### config.mk
export PLATFORM = sky130hd
export DESIGN_NAME = bitproc_unit
export DESIGN_NICKNAME = d
export VERILOG_FILES = /design/src/rtl/bitproc_pkg.sv /design/src/rtl/bitproc_addr_map.sv /design/src/rtl/bitproc_bit_alu.sv /design/src/rtl/bitproc_unit.sv
export SDC_FILE = /design/constraint.sdc
export NUM_CORES = 1
export LEC_CHECK = 0
export BUFFER_PORTS_ARGS = -buffer_cell sky130_fd_sc_hd__buf_2
export CORE_MARGIN = 2
export CORE_UTILIZATION = 48
export DETAILED_ROUTE_END_ITERATION = 16
export PLACE_DENSITY = 0.82
export REMOVE_ABC_BUFFERS = 1
export SYNTH_ARGS = -nofsm -noshare
export SYNTH_HDL_FRONTEND = slang
export SYNTH_HIERARCHICAL = 1
export SYNTH_SLANG_ARGS = --single-unit
### constraint.sdc
create_clock -name clk -period 4.5 [get_ports clk]
set_input_delay 0.45 -clock clk [delete_from_list [all_inputs] [get_ports clk]]
set_output_delay 0.45 -clock clk [all_outputs]
set_load 0.02 [all_outputs]
### src/rtl/bitproc_pkg.sv
package bitproc_pkg;

    typedef enum logic [3:0] {
        BOP_NOP    = 4'd0,
        BOP_AND_C  = 4'd1,
        BOP_ANDN_C = 4'd2,
        BOP_OR_C   = 4'd3,
        BOP_ORN_C  = 4'd4,
        BOP_LD_C   = 4'd5,
        BOP_ST_C   = 4'd6,
        BOP_CLR_C  = 4'd7,
        BOP_SET_C  = 4'd8,
        BOP_INV_C  = 4'd9,
        BOP_CLR_B  = 4'd10,
        BOP_SET_B  = 4'd11,
        BOP_INV_B  = 4'd12
    } bop_e;

    typedef struct packed {
        logic       carry_we;
        logic       carry_val;
        logic       bit_we;
        logic       bit_val;
        logic [7:0] wr_byte;
        logic [7:0] wr_addr;
        logic [2:0] wr_pos;
    } bres_t;

endpackage

### src/rtl/bitproc_addr_map.sv
module bitproc_addr_map #(
    parameter int               ADDR_W      = 8,
    parameter int               POS_W       = 3,
    parameter logic [ADDR_W-1:0] RAM_BASE    = 8'h20,
    parameter int               PORT_COUNT  = 4,
    parameter logic [ADDR_W-1:0] STATUS_BYTE = 8'hD0,
    parameter int               CARRY_POS   = 7
) (
    input  logic [ADDR_W-1:0] bit_addr,
    output logic [ADDR_W-1:0] byte_addr,
    output logic [POS_W-1:0]  bit_pos,
    output logic              is_port,
    output logic              is_carry
);
    localparam int OFF_W = ADDR_W - 1 - POS_W;
    localparam int ROW_W = OFF_W - 1;

    logic [OFF_W-1:0] ram_off;
    logic [ROW_W-1:0] sfr_row;
    logic             hi_region;

    assign ram_off   = bit_addr[ADDR_W-2:POS_W];
    assign sfr_row   = bit_addr[ADDR_W-2:POS_W+1];
    assign hi_region = bit_addr[ADDR_W-1];

    always_comb begin
        bit_pos = bit_addr[POS_W-1:0];
        if (hi_region) begin
            byte_addr = {bit_addr[ADDR_W-1:POS_W], {POS_W{1'b0}}};
        end else begin
            byte_addr = RAM_BASE + ADDR_W'(ram_off);
        end
        is_port  = hi_region && !bit_addr[POS_W]
                   && ({1'b0, sfr_row} < (ROW_W+1)'(PORT_COUNT));
        is_carry = (byte_addr == STATUS_BYTE) && (bit_pos == POS_W'(CARRY_POS));
    end

endmodule

### src/rtl/bitproc_bit_alu.sv
module bitproc_bit_alu
    import bitproc_pkg::*;
#(
    parameter int DATA_W = 8,
    parameter int POS_W  = 3
) (
    input  bop_e              op,
    input  logic              carry_in,
    input  logic [DATA_W-1:0] mem_byte,
    input  logic [DATA_W-1:0] pin_byte,
    input  logic [POS_W-1:0]  bit_pos,
    input  logic              is_port,
    input  logic              is_carry,
    output logic              carry_we,
    output logic              carry_val,
    output logic              bit_we,
    output logic              bit_val,
    output logic [DATA_W-1:0] wr_byte
);
    logic src_bit;   // operand for carry logic (pins for ports)
    logic old_bit;   // base value for read-modify-write (latch)
    logic new_bit;

    always_comb begin
        if (is_carry) begin
            src_bit = carry_in;
            old_bit = carry_in;
        end else begin
            src_bit = is_port ? pin_byte[bit_pos] : mem_byte[bit_pos];
            old_bit = mem_byte[bit_pos];
        end
    end

    always_comb begin
        carry_we  = 1'b0;
        carry_val = carry_in;
        bit_we    = 1'b0;
        new_bit   = old_bit;
        unique case (op)
            BOP_AND_C:  begin carry_we = 1'b1; carry_val = carry_in &  src_bit; end
            BOP_ANDN_C: begin carry_we = 1'b1; carry_val = carry_in & ~src_bit; end
            BOP_OR_C:   begin carry_we = 1'b1; carry_val = carry_in |  src_bit; end
            BOP_ORN_C:  begin carry_we = 1'b1; carry_val = carry_in | ~src_bit; end
            BOP_LD_C:   begin carry_we = 1'b1; carry_val = src_bit;             end
            BOP_CLR_C:  begin carry_we = 1'b1; carry_val = 1'b0;                end
            BOP_SET_C:  begin carry_we = 1'b1; carry_val = 1'b1;                end
            BOP_INV_C:  begin carry_we = 1'b1; carry_val = ~carry_in;           end
            BOP_ST_C:   begin bit_we = 1'b1; new_bit = carry_in;  end
            BOP_CLR_B:  begin bit_we = 1'b1; new_bit = 1'b0;      end
            BOP_SET_B:  begin bit_we = 1'b1; new_bit = 1'b1;      end
            BOP_INV_B:  begin bit_we = 1'b1; new_bit = ~old_bit;  end
            default:    begin end
        endcase
        // A bit write on the carry alias is a carry write as well
        if (bit_we && is_carry) begin
            carry_we  = 1'b1;
            carry_val = new_bit;
        end
        bit_val = new_bit;
    end

    genvar g;
    generate
        for (g = 0; g < DATA_W; g++) begin : g_merge
            assign wr_byte[g] = (bit_pos == POS_W'(g)) ? new_bit : mem_byte[g];
        end
    endgenerate

endmodule

### src/rtl/bitproc_unit.sv
module bitproc_unit
    import bitproc_pkg::*;
#(
    parameter int         ADDR_W      = 8,
    parameter int         DATA_W      = 8,
    parameter logic [7:0] RAM_BASE    = 8'h20,
    parameter int         PORT_COUNT  = 4,
    parameter logic [7:0] STATUS_BYTE = 8'hD0,
    parameter int         CARRY_POS   = 7
) (
    input  logic        clk,
    input  logic        rst_n,
    input  logic        op_valid,
    input  logic [3:0]  op_code,
    input  logic [7:0]  bit_addr,
    input  logic        carry_in,
    input  logic [7:0]  mem_byte,
    input  logic [7:0]  pin_byte,
    output logic [7:0]  rd_byte_addr,
    output logic [2:0]  rd_bit_pos,
    output logic        carry_we,
    output logic        carry_out,
    output logic        bit_we,
    output logic        bit_out,
    output logic [7:0]  wr_byte,
    output logic [7:0]  wr_byte_addr,
    output logic [2:0]  wr_bit_pos
);
    localparam int POS_W = $clog2(DATA_W);

    logic       m_port, m_carry;
    logic       a_cwe, a_cval, a_bwe, a_bval;
    logic [7:0] a_byte;
    bop_e       op;
    bres_t      res_d, res_q;

    assign op = bop_e'(op_code);

    bitproc_addr_map #(
        .ADDR_W(ADDR_W), .POS_W(POS_W), .RAM_BASE(RAM_BASE),
        .PORT_COUNT(PORT_COUNT), .STATUS_BYTE(STATUS_BYTE), .CARRY_POS(CARRY_POS)
    ) u_map (
        .bit_addr (bit_addr),
        .byte_addr(rd_byte_addr),
        .bit_pos  (rd_bit_pos),
        .is_port  (m_port),
        .is_carry (m_carry)
    );

    bitproc_bit_alu #(.DATA_W(DATA_W), .POS_W(POS_W)) u_alu (
        .op       (op),
        .carry_in (carry_in),
        .mem_byte (mem_byte),
        .pin_byte (pin_byte),
        .bit_pos  (rd_bit_pos),
        .is_port  (m_port),
        .is_carry (m_carry),
        .carry_we (a_cwe),
        .carry_val(a_cval),
        .bit_we   (a_bwe),
        .bit_val  (a_bval),
        .wr_byte  (a_byte)
    );

    always_comb begin
        res_d          = res_q;
        res_d.carry_we = 1'b0;
        res_d.bit_we   = 1'b0;
        if (op_valid) begin
            res_d.carry_we  = a_cwe;
            res_d.carry_val = a_cval;
            res_d.bit_we    = a_bwe;
            res_d.bit_val   = a_bval;
            res_d.wr_byte   = a_byte;
            res_d.wr_addr   = rd_byte_addr;
            res_d.wr_pos    = rd_bit_pos;
        end
    end

    always_ff @(posedge clk) begin
        if (!rst_n) begin
            res_q <= '0;
        end else begin
            res_q <= res_d;
        end
    end

    assign carry_we     = res_q.carry_we;
    assign carry_out    = res_q.carry_val;
    assign bit_we       = res_q.bit_we;
    assign bit_out      = res_q.bit_val;
    assign wr_byte      = res_q.wr_byte;
    assign wr_byte_addr = res_q.wr_addr;
    assign wr_bit_pos   = res_q.wr_pos;

    // Strobes only follow a qualified request
    p_idle_quiet_r11: assert property (@(posedge clk) disable iff (!rst_n)
        !$past(op_valid) |-> (!carry_we && !bit_we));

    // Inverted-source carry ops never write the source byte
    p_inv_src_kept_r3: assert property (@(posedge clk) disable iff (!rst_n)
        $past(op_valid && (op_code == 4'd2 || op_code == 4'd4)) |-> !bit_we);

    // Carry-only ops leave the byte alone
    p_carry_ops_no_byte_r7: assert property (@(posedge clk) disable iff (!rst_n)
        $past(op_valid && op_code >= 4'd7 && op_code <= 4'd9) |-> (carry_we && !bit_we));

    // Written byte differs from the read byte at most at the addressed position
    p_merge_one_bit_r6: assert property (@(posedge clk) disable iff (!rst_n)
        bit_we |-> (((wr_byte ^ $past(mem_byte)) & ~(8'h01 << wr_bit_pos)) == 8'h00));

    // Bit write on the status carry position also updates the carry
    p_status_alias_r10: assert property (@(posedge clk) disable iff (!rst_n)
        (bit_we && wr_byte_addr == STATUS_BYTE && wr_bit_pos == 3'(CARRY_POS))
        |-> (carry_we && carry_out == bit_out));

    // Lower half of the bit space lands in the 16-byte window
    p_ram_window_r1: assert property (@(posedge clk) disable iff (!rst_n)
        !bit_addr[7] |-> (rd_byte_addr >= RAM_BASE && rd_byte_addr < RAM_BASE + 8'd16));

    // Upper half maps to an 8-aligned register byte
    p_sfr_align_r2: assert property (@(posedge clk) disable iff (!rst_n)
        bit_addr[7] |-> (rd_byte_addr[2:0] == 3'b000 && rd_byte_addr[7]));

endmodule

==> results of run 1 <==
cells in the mapped netlist, types with 2 or more instances:
master    instances
a221o_1           2
buf_4             4
o22ai_1           3
nor2b_1          25
nor3b_1           3
buf_2             2
nand3b_1          3
buf_12            2
nand2_1          15
a31oi_1           3
o21ai_0           7
nor4_2            2
and2b_2           3
mux2i_1          22
a211oi_1          2
mux2_1            2
clkbuf_1         11
nand3_1           4
and3_1            2
dfxtp_1          23
nand2b_1          5
nor2_1            7
a21oi_1           4
nor3_1            3
inv_1             2
and2_2            2
mux2_2            7
kinds of logic (layout without fill, tap and decap cells):
group / Yosys count / in the layout
muxes: 34 / 34
xor gates and xnor gates: 1 / 1
and+or+nand+nor: 80 / 80
buffers and inverters: 22 / 71
AOI/OAI and AO/OA: 29 / 29
DFF: 23 / 23
metrics by stage:
step	instances	power [uW]
after floorplan	169	315
after global placement	280	377
after detailed placement	280	380
after CTS	284	479
after global routing	284	503
final	284	473
power breakdown:
part | total [uW] | switching, uW | leakage (uW) | internal [uW]
Sequential | 222 | 5.72 | 0.000189 | 216
Combinational | 153 | 86.6 | 0.000703 | 66.7
Clock | 97.5 | 63.0 | 0.0000150 | 34.6
Total | 473 | 155 | 0.000907 | 318
critical path, cell delays in order:
cell	delay (ps)
buf_2	170
mux2_4	330
nor4_2	720
nor2b_1	150
a32o_1	300
o22ai_1	230
o2111ai_1	150
a221o_1	310
a31oi_1	170
mux2i_1	90
nor2b_1	120
sequential cells by signal (all words and copies together) (netlist names):
name and flops:
bit_we 1, carry_out 1, wr_bit_pos 3, carry_we 1
bit_out 1, wr_byte 8, wr_byte_addr 8
layer usage:
layer | GRT usage | wire, um | up-vias
met5 | 0 | 0 | -
met4 | 0.0250 | 16 | 0
met2 | 0.319 | 1720 | 53
met3 | 0.0486 | 259 | 2
li1 | - | - | 767
met1 | 0.258 | 1720 | 691
how the worst max path moves through the flow:
| stage | cells after the start | to | startpoint |
|---|---|---|---|
| 6_report | 11 | carry_out | bit_addr[7] |
| 5_1_grt | 11 | carry_out | bit_addr[7] |
| 4_1_cts | 11 | carry_out | bit_addr[7] |
| 3_5_place_dp | 11 | carry_out | bit_addr[7] |
| 3_3_place_gp | 11 | carry_out | bit_addr[7] |
| 2_1_floorplan | 10 | carry_out | bit_addr[7] |
final cells by class:
cell class | instances | area (um2) | area share
flip-flops and latches | 23 | 460 | 0.236
repair buffers | 65 | 325 | 0.167
inverters | 2 | 7.51 | 0.00385
clock buffers | 4 | 26.3 | 0.0135
well taps | 46 | 57.6 | 0.0295
multi-input cells | 144 | 1070 | 0.550
==> metrics.md, run 1 <==
| Metric | Value |
|---|---|
| Synth top area share | 0.275 |
| Hold Crit Start | mem_byte[7] |
| Die area | 3970 um2 |
| Max Freq | 339 MHz |
| TritonCTS Buffers | 3 |
| Post-synth ARST share | 0 |
| Synth Area in Simple Gates | 0.286 |
| Leakage | 0.000907 uW |
| Setup violations, final | 0 |
| Compound-cell area share of the yosys netlist | 0.120 |
| First-pass GRT wire length | 6.32 mm |
| CP Max Fanout | 11 |
| Hold worst-path end | wr_byte[7] |
| Clock slew at reported path FFs | 140 ps |
| Worst r2r src | wr_byte_addr[6] |
| Final worst path period need | 2950 ps |
| Final GP Congestion | 0.818 |
| Startpoint Class | input pin |
| Setup TNS Final | 0 ps |
| Diodes inserted | 0 |
| WL final | 3.72 mm |
| Dpl ws | 1240 ps |
| Final period util | 0.656 |
| Root Driver | clkbuf_4 |
| Routed WL per cell | 13.1 um |
| Starting DRC count in detailed routing | 102 |
| Total GRT Usage | 0.192 |
| DP Area | 1920 um2 |
| Area contributors post-synth | dfxtp_1 28%, mux2i_1 13%, nor2b_1 9.3%, mux2_2 4.7%, nand2_1 3.4% |
| Final hold violation count | 0 |
| Mapped Cells | 189 |
| Largest net degree at the start of global routing | 24 |
| Power Density | 243 nW/um2 |
| Area grow syn2layout | 16.5% |
| Max cap viols | 0 |
| Post-synthesis sequential area ratio | 0.275 |
| DRC | 0 |
| TritonCTS clock tree | done |
| CTS H-tree depth | 1 |
| GRT overflow | 0 |
| Critical R2R Capture | wr_byte_addr[6] |
| Slew headroom | 0.454 |
| Core area | 3340 um2 |
| Nets@finish | 271 |
| Post-route cell area | 1950 um2 |
| Post-synthesis mux area share | 0.230 |
| CTS resizes | 0 |
| Post-synthesis adder-cell area fraction | 0 |
| Worst-margin pin slew | 812 ps |
| Clk_lat worst skew | 310 ps |
| Detail Route Antenna Nets | 0 |
| Most used DFF post-synth | dfxtp_1 |
| Util after Layout | 0.584 |
| Vias per cell | 5.33 |
| WS Path Type | in -> reg |
| CTS sink cnt | 23 |
| Fraction of layout cells with a size suffix above 1 | 0.366 |
| Max Slew Vio Count | 0 |
| Vias in the first global route | 1425 |
| EDFF count, synth | 0 |
| Syn Area/Cell | 8.85 um2 |
| CP endpoint kind | flip-flop |
| Commonest non-fill, non-tap cell in the layout | buf_2 |
| Setup Buffers After CTS | 0 |
| Synthesized area | 1670 um2 |
| RSZ-0062 raised after global routing | false |
| HP Class | in -> reg |
| Die height | 63.0 um |
| Chip width | 63.0 um |
| Initial antenna violation count | 0 |
| Initial Util | 0.501 |
| Hold-critical path depth | 4 |
| Arrival time at the worst endpoint | 3200 ps |
| PortBufs | 65 |
| Clk_skew | 0 ps |
| Outcome | complete, no violations |
| Commonest cells after routing, fill and taps aside | 65 x buf_2, 25 x nor2b_1, 23 x dfxtp_1 |
| FF-to-FF setup slack | 3830 ps |
| XOR/XNOR share of the synthesized area | 0.00524 |
| Largest family of logic cells by synthesized area | simple AND/OR/NAND/NOR gates |
| Flops & latches, synth | 23 |
| Synth area leader | dfxtp_1 |
| R2R cell count | 2 |
| Worst setup margin | 1550 ps |
| Vias after detailed routing | 1513 |
| Row cnt | 21 |
| Detail Placement HPWL | 2.74 mm |
| Drt pass-1 iters | 4 |
| Top Ports | 66 |
| Min Hold Slack | 524 ps |
| Yosys cell types | 46 |
| Req. time, crit path | 4750 ps |
| Hold_buf cts | 0 |
| Clock Tree Buf Depth | 2 |
| Ys Warns | 6 |
| # fillers | 323 |
| Max rail drop VDD | 0.191 mV |
Power figures use the tool's default switching activity.
==> inputs of run 2 (changes only) <==
==> constraint.sdc (replaced) <==
create_clock -name clk -period 3.09 [get_ports clk]
set_input_delay 0.309 -clock clk [delete_from_list [all_inputs] [get_ports clk]]
set_output_delay 0.309 -clock clk [all_outputs]
set_load 0.02 [all_outputs]
==> metrics.md, run 2 (same netlist as run 1, synthesis figures left out) <==
| Metric | Value |
|---|---|
| TritonCTS clock tree | done |
| Setup TNS Final | 0 ps (unchanged) |
| Chip width | 63.0 um (unchanged) |
| Commonest non-fill, non-tap cell in the layout | buf_2 |
| Diodes inserted | 0 (unchanged) |
| First-pass GRT wire length | 6.20 mm (-1.9%) |
| Detail Placement HPWL | 2.70 mm (-1.4%) |
| Nets@finish | 273 (+0.74%) |
| Die area | 3970 um2 (unchanged) |
| Startpoint Class | input pin |
| Hold Crit Start | mem_byte[6] |
| Routed WL per cell | 12.6 um (-3.5%) |
| Dpl ws | 399 ps (-843 ps) |
| Max cap viols | 0 (unchanged) |
| PortBufs | 65 (unchanged) |
| Leakage | 0.000918 uW (+1.1%) |
| Clock slew at reported path FFs | 140 ps (about the same) |
| Die height | 63.0 um (unchanged) |
| Drt pass-1 iters | 4 (unchanged) |
| Cell Count Post-Placement | 282 (+0.71%) |
| Setup violations, final | 0 (unchanged) |
| Top Ports | 66 (unchanged) |
| Worst-margin pin slew | 640 ps (-172 ps) |
| Hold_buf cts | 0 (unchanged) |
| Min Hold Slack | 396 ps (-128 ps) |
| CTS sink cnt | 23 (unchanged) |
| WS Path Type | in -> reg |
| CP Max Fanout | 11 (unchanged) |
| TritonCTS Buffers | 3 (unchanged) |
| Req. time, crit path | 3340 ps (-1410 ps) |
| Row cnt | 21 (unchanged) |
| Max Slew Vio Count | 0 (unchanged) |
| Initial antenna violation count | 0 (unchanged) |
| Critical-path cell list | buf_2 > mux2_4 > nor4_2 > nor2b_1 > a32o_1 > o22ai_1 > o2111ai_1 > a221o_1 > a31oi_1 > mux2i_1 > nor2b_1 |
| Slew headroom | 0.573 (+0.119) |
| CP endpoint kind | flip-flop |
| Non-Filler Instances | 286 (+0.70%) |
| Setup Buffers After CTS | 0 (unchanged) |
| FF-to-FF setup slack | 2450 ps (-1380 ps) |
| CTS H-tree depth | 1 (unchanged) |
| RSZ-0062 raised after global routing | false |
| Area grow syn2layout | 17.4% |
| Power Density | 350 nW/um2 (+44%) |
| Outcome | complete, no violations |
| Clk_lat worst skew | 310 ps (about the same) |
| Hold worst-path end | wr_byte[6] |
| Largest net degree at the start of global routing | 24 (unchanged) |
| Detail Route Antenna Nets | 0 (unchanged) |
| Final period util | 0.780 |
| Final GP Congestion | 0.822 (+0.42%) |
| CP Buf/Inv Count | 1 (unchanged) |
| Max Freq | 415 MHz |
| Clock Tree Buf Depth | 2 (unchanged) |
| Max rail drop VDD | 0.253 mV (+32%) |
| CTS resizes | 0 (unchanged) |
| Core area | 3340 um2 (unchanged) |
| Clk_skew | 0 ps (unchanged) |
| Total GRT Usage | 0.189 (-0.00302) |
| Slowest stage cell, crit path | nor4_2 |
| Final worst path period need | 2410 ps |
| WL final | 3.61 mm (-2.9%) |
| Slowest cell delay on critical path | 360 ps (-360 ps) |
| R2R cell count | 2 (unchanged) |
| Commonest cells after routing, fill and taps aside | 65 x buf_2, 25 x nor2b_1, 23 x dfxtp_1 |
| GRT overflow | 0 (unchanged) |
| Largest delay share family, worst path | compound AO/OA/AOI/OAI gates |
| Final Power | 687 uW (+45%) |
| Hold-critical path depth | 4 (unchanged) |
| Fraction of layout cells with a size suffix above 1 | 0.371 (+0.00529) |
| Starting DRC count in detailed routing | 75 (-26%) |
| Arrival time at the worst endpoint | 2660 ps (-540 ps) |
| Critical R2R Capture | wr_byte[5] |
| HP Class | in -> reg |
| DRC | 0 (unchanged) |
| Vias after detailed routing | 1545 (+2.1%) |
| Worst r2r src | wr_byte[5] |
| Worst setup margin | 680 ps (-868 ps) |
| Met1 GRT Util | 0.241 (-0.0170) |
| Met2 usage | 0.323 (+0.00399) |
| Final hold violation count | 0 (unchanged) |
| Root Driver | clkbuf_4 |
| CP dominant cell by count | nor2b_1 |
| Busiest layer in global routing | met2 |
| Met3 usage | 0.0360 (-0.0126) |
| Vias per cell | 5.40 (+1.4%) |
| Vias in the first global route | 1437 (+0.84%) |
| Initial Util | 0.501 (unchanged) |
==> run 2: changes by cell type in the layout (fill, tap and decap cells not counted) <==
| cell | delta |
|---|---|
| buf_4 | +2 |
==> run 2: how the worst max path moves through the flow <==
stage	cells past startpoint	end	from
5_1_grt	11	carry_out	bit_addr[7]
3_3_place_gp	11	carry_out	bit_addr[7]
3_5_place_dp	11	carry_out	bit_addr[7]
4_1_cts	11	carry_out	bit_addr[7]
6_report	11	carry_out	bit_addr[7]
2_1_floorplan	10	carry_out	bit_addr[7]
==> run 2: layer usage <==
layer  up-vias  part of all wire
li1        771                 -
met3         2             0.068
met2        51              0.48
met4         0            0.0053
met1       721              0.45
met5         -                 0
==> run 2: cell type report <==
cell class              instances  area (um2)
clock buffers                   4        26.3
multi-input cells             144        1070
repair buffers                 67         340
fillers                       333        1370
well taps                      46        57.6
inverters                       2        7.51
flip-flops and latches         23         460
==> run 2: stage by stage <==
stage / area (um2) / util
4_1_cts: 1960 / 0.589
6_report: 1960 / 0.589
5_1_grt: 1960 / 0.589
3_3_place_gp: 1940 / 0.581
3_5_place_dp: 1940 / 0.581
2_1_floorplan: 1540 / -
==> run 2: where the power goes <==
group          switching [uW]  internal (uW)
registers                8.10            315
clock network            90.7           50.3
logic                     125           98.0
total                     224            463
==> run 2: worst register-to-register path, stage by stage, from the launching register on <==
cell	delay, ps
dfxtp_1	340
mux2i_1	140
nor2b_1	70
==> inputs of run 3 (changes only) <==
--- a/config.mk
+++ b/config.mk
@@ -7,9 +7,9 @@
 export LEC_CHECK = 0
 export BUFFER_PORTS_ARGS = -buffer_cell sky130_fd_sc_hd__buf_2
 export CORE_MARGIN = 2
-export CORE_UTILIZATION = 48
+export CORE_UTILIZATION = 44
 export DETAILED_ROUTE_END_ITERATION = 16
-export PLACE_DENSITY = 0.82
+export PLACE_DENSITY = 0.79
 export REMOVE_ABC_BUFFERS = 1
 export SYNTH_ARGS = -nofsm -noshare
 export SYNTH_HDL_FRONTEND = slang
==> constraint.sdc (replaced) <==
create_clock -name clk -period 2.1 [get_ports clk]
set_input_delay 0.21 -clock clk [delete_from_list [all_inputs] [get_ports clk]]
set_output_delay 0.21 -clock clk [all_outputs]
set_load 0.02 [all_outputs]
==> metrics.md, run 3 (same netlist as run 1, synthesis figures left out) <==
| Metric | Value |
|---|---|
| Outcome | complete, no violations |
| Routed WL per cell | 13.5 um (+6.8%) |
| CP endpoint kind | flip-flop |
| Internal Power | 780 uW (+68%) |
| Detail Route Antenna Nets | 0 (unchanged) |
| Leakage | 0.00104 uW (+13%) |
| Max rail drop VDD | 0.335 mV (+32%) |
| Initial antenna violation count | 0 (unchanged) |
| Commonest non-fill, non-tap cell in the layout | buf_2 |
| Nets@finish | 293 (+7.3%) |
| Max Slew Vio Count | 0 (unchanged) |
| CTS sink cnt | 23 (unchanged) |
| Drt pass-1 iters | 4 (unchanged) |
| Startpoint Class | input pin |
| Share of total power in the clock network | 0.246 (+0.041) |
| TritonCTS Buffers | 3 (unchanged) |
| Max Freq | 483 MHz |
| HP Class | in -> reg |
| Clock slew at reported path FFs | 90 ps (-50 ps) |
| Die height | 65.7 um (+4.2%) |
| TritonCTS clock tree | done |
| WL final | 4.16 mm (+15%) |
| Root Driver | clkbuf_8 |
| Vias after detailed routing | 1622 (+5.0%) |
| Slew headroom | 0.557 (-0.0162) |
| Req. time, crit path | 2310 ps (-1030 ps) |
| Switching share of power | 0.314 (-0.0114) |
| Clock Tree Buf Depth | 2 (unchanged) |
| Initial Util | 0.457 (-0.0444) |
| Final Power | 1140 uW (+66%) |
| DRC | 0 (unchanged) |
| Cell Count Post-Placement | 301 (+6.7%) |
| RSZ-0062 raised after global routing | true |
| PortBufs | 65 (unchanged) |
| Die area | 4310 um2 (+8.5%) |
| Clk_lat worst skew | 260 ps (-50 ps) |
| Non-Filler Instances | 308 (+7.7%) |
| Hold_buf cts | 0 (unchanged) |
| Final hold violation count | 0 (unchanged) |
| Final period util | 0.986 |
| CP Buf/Inv Count | 1 (unchanged) |
| Detail Placement HPWL | 2.95 mm (+9.4%) |
| WS Path Type | in -> reg |
| Clk_skew | 0 ps (unchanged) |
| Slowest cell delay on critical path | 550 ps (+190 ps) |
| Total GRT Usage | 0.181 (-0.00823) |
| Comb power frac | 0.336 (+0.012) |
| Starting DRC count in detailed routing | 101 (+35%) |
| Final GP Congestion | 0.815 (-0.78%) |
| # fillers | 327 (-1.8%) |
| First-pass GRT wire length | 6.36 mm (+2.5%) |
| Core area | 3660 um2 (+9.7%) |
| Final worst path period need | 2070 ps |
| CP Max Fanout | 6 (-5) |
| Vias per cell | 5.27 (-2.5%) |
| Slowest stage cell, crit path | or4_4 |
| Row cnt | 22 (+4.8%) |
| Max cap viols | 0 (unchanged) |
| Part of the power in registers | 0.418 (-0.052) |
| Critical-path cell list | buf_4 > mux4_2 > nor2_2 > or4_4 > o211a_4 > a221o_1 > a31oi_1 > mux2i_1 > nor2b_1 |
| Switching pwr | 357 uW (+60%) |
| CTS H-tree depth | 1 (unchanged) |
| Setup violations, final | 0 (unchanged) |
| Vias in the first global route | 1477 (+2.8%) |
| Area grow syn2layout | 31.5% |
| Util after Layout | 0.601 (+0.0121) |
| Largest net degree at the start of global routing | 24 (unchanged) |
| Chip width | 65.7 um (+4.2%) |
| Fraction of layout cells with a size suffix above 1 | 0.446 (+0.0753) |
| Top Ports | 66 (unchanged) |
| Power Density | 517 nW/um2 (+48%) |
| Largest delay share family, worst path | compound AO/OA/AOI/OAI gates |
| GRT overflow | 0 (unchanged) |
| Diodes inserted | 0 (unchanged) |
| Worst-margin pin slew | 665 ps (+24.3 ps) |
| Arrival time at the worst endpoint | 2280 ps (-380 ps) |
| Commonest cells after routing, fill and taps aside | 62 x buf_2, 25 x nor2b_1, 23 x dfxtp_1 |
run 3: final timing paths:
kind | from | end | slack [ps] | cells after the start
setup reg to reg | wr_byte_addr[2] | wr_byte_addr[2] | 1480 | 2
hold reg to reg | wr_byte[2] | wr_byte[2] | 520 | 2
setup / recovery | bit_addr[0] | carry_out | 30 | 9
hold / removal | mem_byte[7] | wr_byte[7] | 360 | 4
run 3: worst register-to-register path, cell delays in order, from the launching register on:
cell,delay [ps]
dfxtp_1,310
mux2i_1,140
nor2b_1,60
run 3: area by class of cell:
type / count / area (um2) / area share
Inverter: 2 / 7.51 / 0.00341
Multi-Input combinational cell: 144 / 1110 / 0.503
Timing Repair Buffer: 87 / 520 / 0.237
Sequential cell: 23 / 460 / 0.209
Clock buffer: 4 / 45.0 / 0.0205
Tap cell: 48 / 60.1 / 0.0273
run 3: power by group through the flow:
stage | clock [uW] | combinational [uW] | sequential [uW]
detailed placement | 0 | 355 | 485
global route | 303 | 413 | 478
floorplan | 0 | 156 | 520
CTS | 290 | 359 | 476
global placement | 0 | 350 | 485
finish | 279 | 382 | 476
run 3: repair_timing:
item / 4_1_cts / 5_1_grt
cloned: 0 / 0
buffers inserted: 0 / 3
setup endpoints to repair: 1 / 9
resized for setup: 3 / 13
pin swaps: 3 / 10
run 3: per-layer routing:
| layer | share of wire | wire, um | GRT usage | vias up |
|---|---|---|---|---|
| met2 | 0.49 | 2050 | 0.308 | 56 |
| met3 | 0.062 | 258 | 0.0360 | 0 |
| met1 | 0.44 | 1850 | 0.241 | 756 |
| li1 | - | - | - | 810 |
| met4 | 0 | 0 | 0.0260 | 0 |
| met5 | 0 | 0 | 0 | - |
run 3: per-stage QoR:
stage	setup WS (ps)	hold WS, ps	instance area [um2]	setup TNS [ps]
floorplan	-429	338	1540	-2160
global placement	-284	492	2070	-2030
detailed placement	-365	504	2070	-2480
CTS	5.01	351	2130	0
global route	-39.0	367	2200	-39.0
finish	30.3	358	2200	0
